==> src/rtl/periph_stop_pkg.sv <==
package periph_stop_pkg;
  localparam int NUM_REGS = 4;
  localparam int REG_W    = 32;
  localparam int NUM_MODS = NUM_REGS * REG_W;
  localparam int SEL_W    = $clog2(NUM_REGS);
  localparam int IDX_W    = $clog2(NUM_MODS);

  // strobes from control to the stop-word datapath and the peripheral bank
  typedef struct packed {
    logic [NUM_REGS-1:0] regWr;    // one-hot stop-word write
    logic                modWr;    // granted peripheral write
    logic                modRdOk;  // granted peripheral read
  } stop_strobe_t;
endpackage

==> src/rtl/periph_stop_ctl.sv <==
module periph_stop_ctl
  import periph_stop_pkg::*;
(
  input  logic                cfgWe,
  input  logic [SEL_W-1:0]    cfgSel,
  input  logic                perReq,
  input  logic                perWe,
  input  logic [IDX_W-1:0]    perIdx,
  input  logic [NUM_MODS-1:0] accessEn,
  output stop_strobe_t        stb
);
  logic granted;

  assign granted = accessEn[perIdx];

  for (genvar r = 0; r < NUM_REGS; r++) begin : g_sel
    assign stb.regWr[r] = cfgWe && (cfgSel == SEL_W'(r));
  end

  assign stb.modWr   = perReq &&  perWe && granted;
  assign stb.modRdOk = perReq && !perWe && granted;
endmodule

==> src/rtl/periph_stop_dp.sv <==
module periph_stop_dp
  import periph_stop_pkg::*;
#(
  parameter logic [NUM_MODS-1:0] IMPL_MASK = {16'h0000, {(NUM_MODS-16){1'b1}}},
  parameter logic [NUM_MODS-1:0] RST_STOP  = 128'hFFFFFFFF_FFFFFFFE_FFFFFFFF_E7FFFFFF
) (
  input  logic                clk,
  input  logic                rstN,
  input  stop_strobe_t        stb,
  input  logic [SEL_W-1:0]    cfgSel,
  input  logic [REG_W-1:0]    cfgWdata,
  input  logic                busCycleEnd,
  output logic [REG_W-1:0]    cfgRdata,
  output logic [NUM_MODS-1:0] stopReq,
  output logic [NUM_MODS-1:0] accessEn,
  output logic [NUM_MODS-1:0] retain
);
  localparam logic [NUM_MODS-1:0] RST_VAL = RST_STOP | ~IMPL_MASK;

  logic [NUM_MODS-1:0] reqBits, stopBits, stopDly;
  logic [NUM_MODS-1:0] wrEn, wrData, setNow, reqNext, stopNext, relNow, grace;

  // spread the one-hot word write across the flat module vector
  for (genvar r = 0; r < NUM_REGS; r++) begin : g_word
    assign wrEn[r*REG_W +: REG_W]   = {REG_W{stb.regWr[r]}};
    assign wrData[r*REG_W +: REG_W] = cfgWdata;
  end

  always_comb begin
    setNow   = wrEn & wrData & IMPL_MASK;
    reqNext  = (wrEn & (wrData | ~IMPL_MASK)) | (~wrEn & reqBits);
    // release only for bits whose request was already 0 before this cycle
    relNow   = {NUM_MODS{busCycleEnd}} & ~reqBits;
    stopNext = setNow | (stopBits & ~relNow) | ~IMPL_MASK;
  end

  always_ff @(posedge clk) begin
    if (!rstN) begin
      reqBits  <= RST_VAL;
      stopBits <= RST_VAL;
      stopDly  <= RST_VAL;
    end else begin
      reqBits  <= reqNext;
      stopBits <= stopNext;
      stopDly  <= stopBits;
    end
  end

  assign grace    = stopBits & ~stopDly;
  assign stopReq  = stopBits;
  assign accessEn = ~stopBits | grace;
  assign retain   = stopBits & ~grace;
  assign cfgRdata = reqBits[int'(cfgSel)*REG_W +: REG_W];

  // a running module only comes back after a bus-cycle-end strobe
  assert_release_on_bus_end_R3: assert property (@(posedge clk) disable iff (!rstN)
    (|($past(stopBits) & ~stopBits)) |-> $past(busCycleEnd));

  // the grace window never spans two consecutive cycles
  assert_grace_single_R6: assert property (@(posedge clk) disable iff (!rstN)
    ((accessEn & stopBits & $past(accessEn & stopBits)) == '0));

  for (genvar r = 0; r < NUM_REGS; r++) begin : g_chk
    assert_set_next_edge_R2: assert property (@(posedge clk) disable iff (!rstN)
      stb.regWr[r] |=> ((stopBits[r*REG_W +: REG_W] & $past(cfgWdata)) == $past(cfgWdata)));
  end
endmodule

==> src/rtl/periph_stop_models.sv <==
module periph_stop_models
  import periph_stop_pkg::*;
#(
  parameter int DAT_W = 8
) (
  input  logic             clk,
  input  logic             rstN,
  input  stop_strobe_t     stb,
  input  logic [IDX_W-1:0] perIdx,
  input  logic [DAT_W-1:0] perWdata,
  output logic [DAT_W-1:0] perRdata
);
  logic [DAT_W-1:0] modRegs [NUM_MODS];

  for (genvar m = 0; m < NUM_MODS; m++) begin : g_mod
    always_ff @(posedge clk) begin
      if (!rstN)
        modRegs[m] <= '0;
      else if (stb.modWr && perIdx == IDX_W'(m))
        modRegs[m] <= perWdata;
    end
  end

  assign perRdata = stb.modRdOk ? modRegs[perIdx] : '0;
endmodule

==> src/rtl/periph_stop_ctrl.sv <==
module periph_stop_ctrl
  import periph_stop_pkg::*;
#(
  parameter logic [NUM_MODS-1:0] IMPL_MASK = {16'h0000, {(NUM_MODS-16){1'b1}}},
  parameter logic [NUM_MODS-1:0] RST_STOP  = 128'hFFFFFFFF_FFFFFFFE_FFFFFFFF_E7FFFFFF,
  parameter int                  DAT_W     = 8
) (
  input  logic                clk,
  input  logic                rstN,
  input  logic                cfgWe,
  input  logic [SEL_W-1:0]    cfgSel,
  input  logic [REG_W-1:0]    cfgWdata,
  output logic [REG_W-1:0]    cfgRdata,
  input  logic                busCycleEnd,
  input  logic                perReq,
  input  logic                perWe,
  input  logic [IDX_W-1:0]    perIdx,
  input  logic [DAT_W-1:0]    perWdata,
  output logic [DAT_W-1:0]    perRdata,
  output logic [NUM_MODS-1:0] stopReq,
  output logic [NUM_MODS-1:0] accessEn,
  output logic [NUM_MODS-1:0] retain
);
  stop_strobe_t stb;

  periph_stop_ctl u_ctl (
    .cfgWe(cfgWe), .cfgSel(cfgSel), .perReq(perReq), .perWe(perWe),
    .perIdx(perIdx), .accessEn(accessEn), .stb(stb)
  );

  periph_stop_dp #(.IMPL_MASK(IMPL_MASK), .RST_STOP(RST_STOP)) u_dp (
    .clk(clk), .rstN(rstN), .stb(stb), .cfgSel(cfgSel), .cfgWdata(cfgWdata),
    .busCycleEnd(busCycleEnd), .cfgRdata(cfgRdata), .stopReq(stopReq),
    .accessEn(accessEn), .retain(retain)
  );

  periph_stop_models #(.DAT_W(DAT_W)) u_models (
    .clk(clk), .rstN(rstN), .stb(stb), .perIdx(perIdx),
    .perWdata(perWdata), .perRdata(perRdata)
  );

  // a blocked read must never leak register contents
  assert_blocked_read_zero_R5: assert property (@(posedge clk) disable iff (!rstN)
    (perReq && !perWe && !accessEn[perIdx]) |-> (perRdata == '0));
endmodule

==> config.mk <==
export PLATFORM = sky130hd
export DESIGN_NAME = periph_stop_ctrl
export DESIGN_NICKNAME = d
export VERILOG_FILES = /design/src/rtl/periph_stop_pkg.sv /design/src/rtl/periph_stop_ctl.sv /design/src/rtl/periph_stop_dp.sv /design/src/rtl/periph_stop_models.sv /design/src/rtl/periph_stop_ctrl.sv
export SDC_FILE = /design/constraint.sdc
export NUM_CORES = 2
export LEC_CHECK = 0
export CORE_MARGIN = 2
export CORE_UTILIZATION = 35
export CTS_BUF_LIST = sky130_fd_sc_hd__clkbuf_4
export CTS_CLUSTER_DIAMETER = 40
export DETAILED_ROUTE_END_ITERATION = 12
export PLACE_DENSITY_LB_ADDON = 0.12
export SLEW_MARGIN = 30
export SYNTH_ARGS = -nofsm -noshare
export SYNTH_HDL_FRONTEND = slang
export SYNTH_SLANG_ARGS = --single-unit
==> constraint.sdc <==
create_clock -name clk -period 11.7 [get_ports clk]
set_input_delay 1.755 -clock clk [delete_from_list [all_inputs] [get_ports clk]]
set_output_delay 1.755 -clock clk [all_outputs]
set_load 0.02 [all_outputs]
==> out/metrics.cfg <==
[outcome]
run_status = finished clean

[routing]
wl_per_cell_um = 31.4
drt_iter0_drc = 5137
drtAntennaViolNets = 0
vias = 42400
drt-total-wl_um = 244000
vias_per_cell = 5.45
drc = 0
drtPass1Iterations = 8

[grt]
grt_pass1_vias = 42100
grt_usage_pct = 28.5
antenna_found_initial = 8
grtUsageMet1_pct = 35.6
top_usage_layer = met2
grt_max_degree = 105
overflow = 0
grt_pass1_wl_um = 335000
use_met3_pct = 8.47
met2_usage_pct = 45.5

[synth]
yosys_warnings = 0
syn_area_mm2 = 0.0585
synthArstFlopShare_pct = 0
postSynthCellCount = 4547
synthTopCellsByArea = edfxtp_1 (53%), mux4_2 (13%), dfxtp_1 (12%), nor2_1 (5.6%), nand2_1 (3.6%)
synth_top_area_share_pct = 52.5
yosys.area.top_type = edfxtp_1
synthDistinctLibCells = 62
syn_avg_cell_area_um2 = 12.9
ys_seq_elements = 1376
synth_ff_type = edfxtp_1
ys_seq_area_share_pct = 64.6
synth-edff-count = 1024

[worst_setup_path]
slowest_stage = a221oi_1
slowest_delay_ps = 890
required_ps = 9950
crit_arrival_ps = 6290
crit_type = primary input to primary output
crit_chain = buf_8 > buf_12 > buf_4 > mux4_2 > a22oi_1 > nand3_1 > nand4_1 > a221oi_1 > clkdlybuf4s50_1
critical-path-top-delay-family = buffers and inverters
end_kind = primary output
crit_path_start_kind = primary input
cp_max_fo = 91
worst-path-buf-inv = 4

[place]
portBuffers = 430
place.gp.congestion = 0.979
place_area_mm2 = 0.0655
pre_cts_ws_ps = 3630
hpwl_um = 166000

[die]
core.rowCount = 150
start_util_pct = 35.1
die_area_mm2 = 0.171
ios = 479
die_y_um = 413
core_mm2 = 0.167
die_w_um = 413

[timing]
rsz0062_at_grt = false
tns_ps = 0
finalClockSkew_ps = 87.5
worst_slack_ps = 3650
worst_pin_slew_ps = 1200
max-slew-margin-rel_pct = 19.3
whs_ps = 443
drv_slew = 0
hold_viol = 0
setup-violations-final = 0
timing.fmax_mhz = 124
layout_min_cycle_time_ps = 8050
fin_crit_sh_pct = 68.8

[finish]
fill_cells = 15900
final_core_util_pct = 42.2
drive_gt1_share_pct = 21.7
areaGrowthSynthToFinish_pct = 20.3
fin_area_mm2 = 0.0704
final_nets = 5348

[cts]
post_cts_resized = 0
cts.clk_slew.worst_paths_ps = 60
cts_setup_buffers = 0
clk_latency_ps = 1370
cts.path.max_buffers = 4
clock-root-buffer = clkbuf_4
cts_buffers = 391
cts_tree = done
h-tree-depth = 5
postCtsHoldBufs = 0
clkSinkCount = 1376

[pwr]
peakVddDrop_mv = 0.110
p_per_area_mw_per_mm2 = 157
cellLeakagePower_uw = 0.0250

[flow_run]
drv_cap = 0

[hold_path]
hold_class = flip-flop to flip-flop

[registers in the layout (all words and copies together) (netlist names), named ones only]
signal	cells
u_dp.stopReq	112
u_dp.reqBits	16
u_dp.stopDly	112
u_models.modRegs	1024
[synthesized netlist by cell type (50+ instances only)]
master    count
mux4_2      327
inv_1       130
nand3_1     195
buf_2        60
nand2_1     554
o21ai_0     258
nand2b_1    119
dfxtp_1     352
nor2_4       50
nor2_1      873
a21oi_1      50
edfxtp_1   1024
clkbuf_1    199
buf_4        72
[logic make-up after synthesis]
family | after synthesis | synth area share [%]
other | 2 | 0.0128
flip-flops | 1376 | 64.6
AND/OR/NAND/NOR | 1892 | 14.2
buffers and inverters | 512 | 4.18
AO/OA/AOI/OAI | 417 | 4.09
multiplexers | 348 | 12.9
[layout by cell type (no fill, tap or decap), drive strengths merged, types with 5 or more instances in the layout]
master         count
nand2            554
a32oi              6
nand3            195
edfxtp          1024
o221ai             6
a221oi             7
nor2b              7
clkinv            70
clkdlybuf4s50    421
a31oi              7
a22oi             32
buf              136
nor2             935
and2               9
nand4bb            5
inv              134
or3               29
mux2i             21
o22ai             16
nor3              12
o21ai            258
a21oi             50
clkbuf           593
mux4             327
diode             12
conb             176
o22a               5
nand4              5
nand4b             6
nand2b           119
dfxtp            352
[cell type report]
cell class | count | area, um^2 | share of cell area, %
Clock inverter | 74 | 348 | 0.494
Inverter | 134 | 508 | 0.722
Tap cell | 2204 | 2760 | 3.92
Timing Repair Buffer | 557 | 5310 | 7.54
Sequential cell | 1376 | 37800 | 53.7
Multi-Input combinational cell | 2833 | 19200 | 27.3
Antenna cell | 12 | 30.0 | 0.0427
Clock buffer | 593 | 4450 | 6.32
[layer usage]
metal / share of wire, % / routed length (um)
met5: 0.015 / 36
met4: 4.7 / 11500
met3: 10 / 24900
met2: 47 / 115000
met1: 38 / 93000
[power by group]
group	switching, uW	total [uW]	internal [uW]
combinational	764	1150	383
sequential	79.0	5490	5410
clock	2110	4450	2330
[through the flow]
| step | cells | total power [uW] |
|---|---|---|
| floorplan | 4721 | 6150 |
| global placement | 7099 | 6730 |
| detailed placement | 7100 | 6730 |
| CTS | 7767 | 11200 |
| global route | 7778 | 11500 |
| finish | 7783 | 11100 |
[path summary, 6_finish.rpt]
check / startpoint / to / slack [ps] / cells after the start
hold / removal: u_dp.reqBits[117]$_SDFF_PN1_ / u_dp.reqBits[117]$_SDFF_PN1_ / 440 / 1
setup / recovery: perIdx[0] / perRdata[3] / 3650 / 9
hold reg to reg: u_dp.reqBits[117]$_SDFF_PN1_ / u_dp.reqBits[117]$_SDFF_PN1_ / 440 / 1
setup reg to reg: u_dp.stopReq[72]$_SDFF_PN1_ / u_models.modRegs[72][6]$_SDFFCE_PN0P_ / 7050 / 8
[worst reg2reg max path: cells and delay by family (launching register included)]
| family | cells | cell delay [ps] |
|---|---|---|
| multiplexers | 1 | 590 |
| flip-flops | 1 | 490 |
| buffers and inverters | 1 | 820 |
| AO/OA/AOI/OAI | 2 | 740 |
| AND/OR/NAND/NOR | 4 | 1620 |
Power figures use the tool's default switching activity.
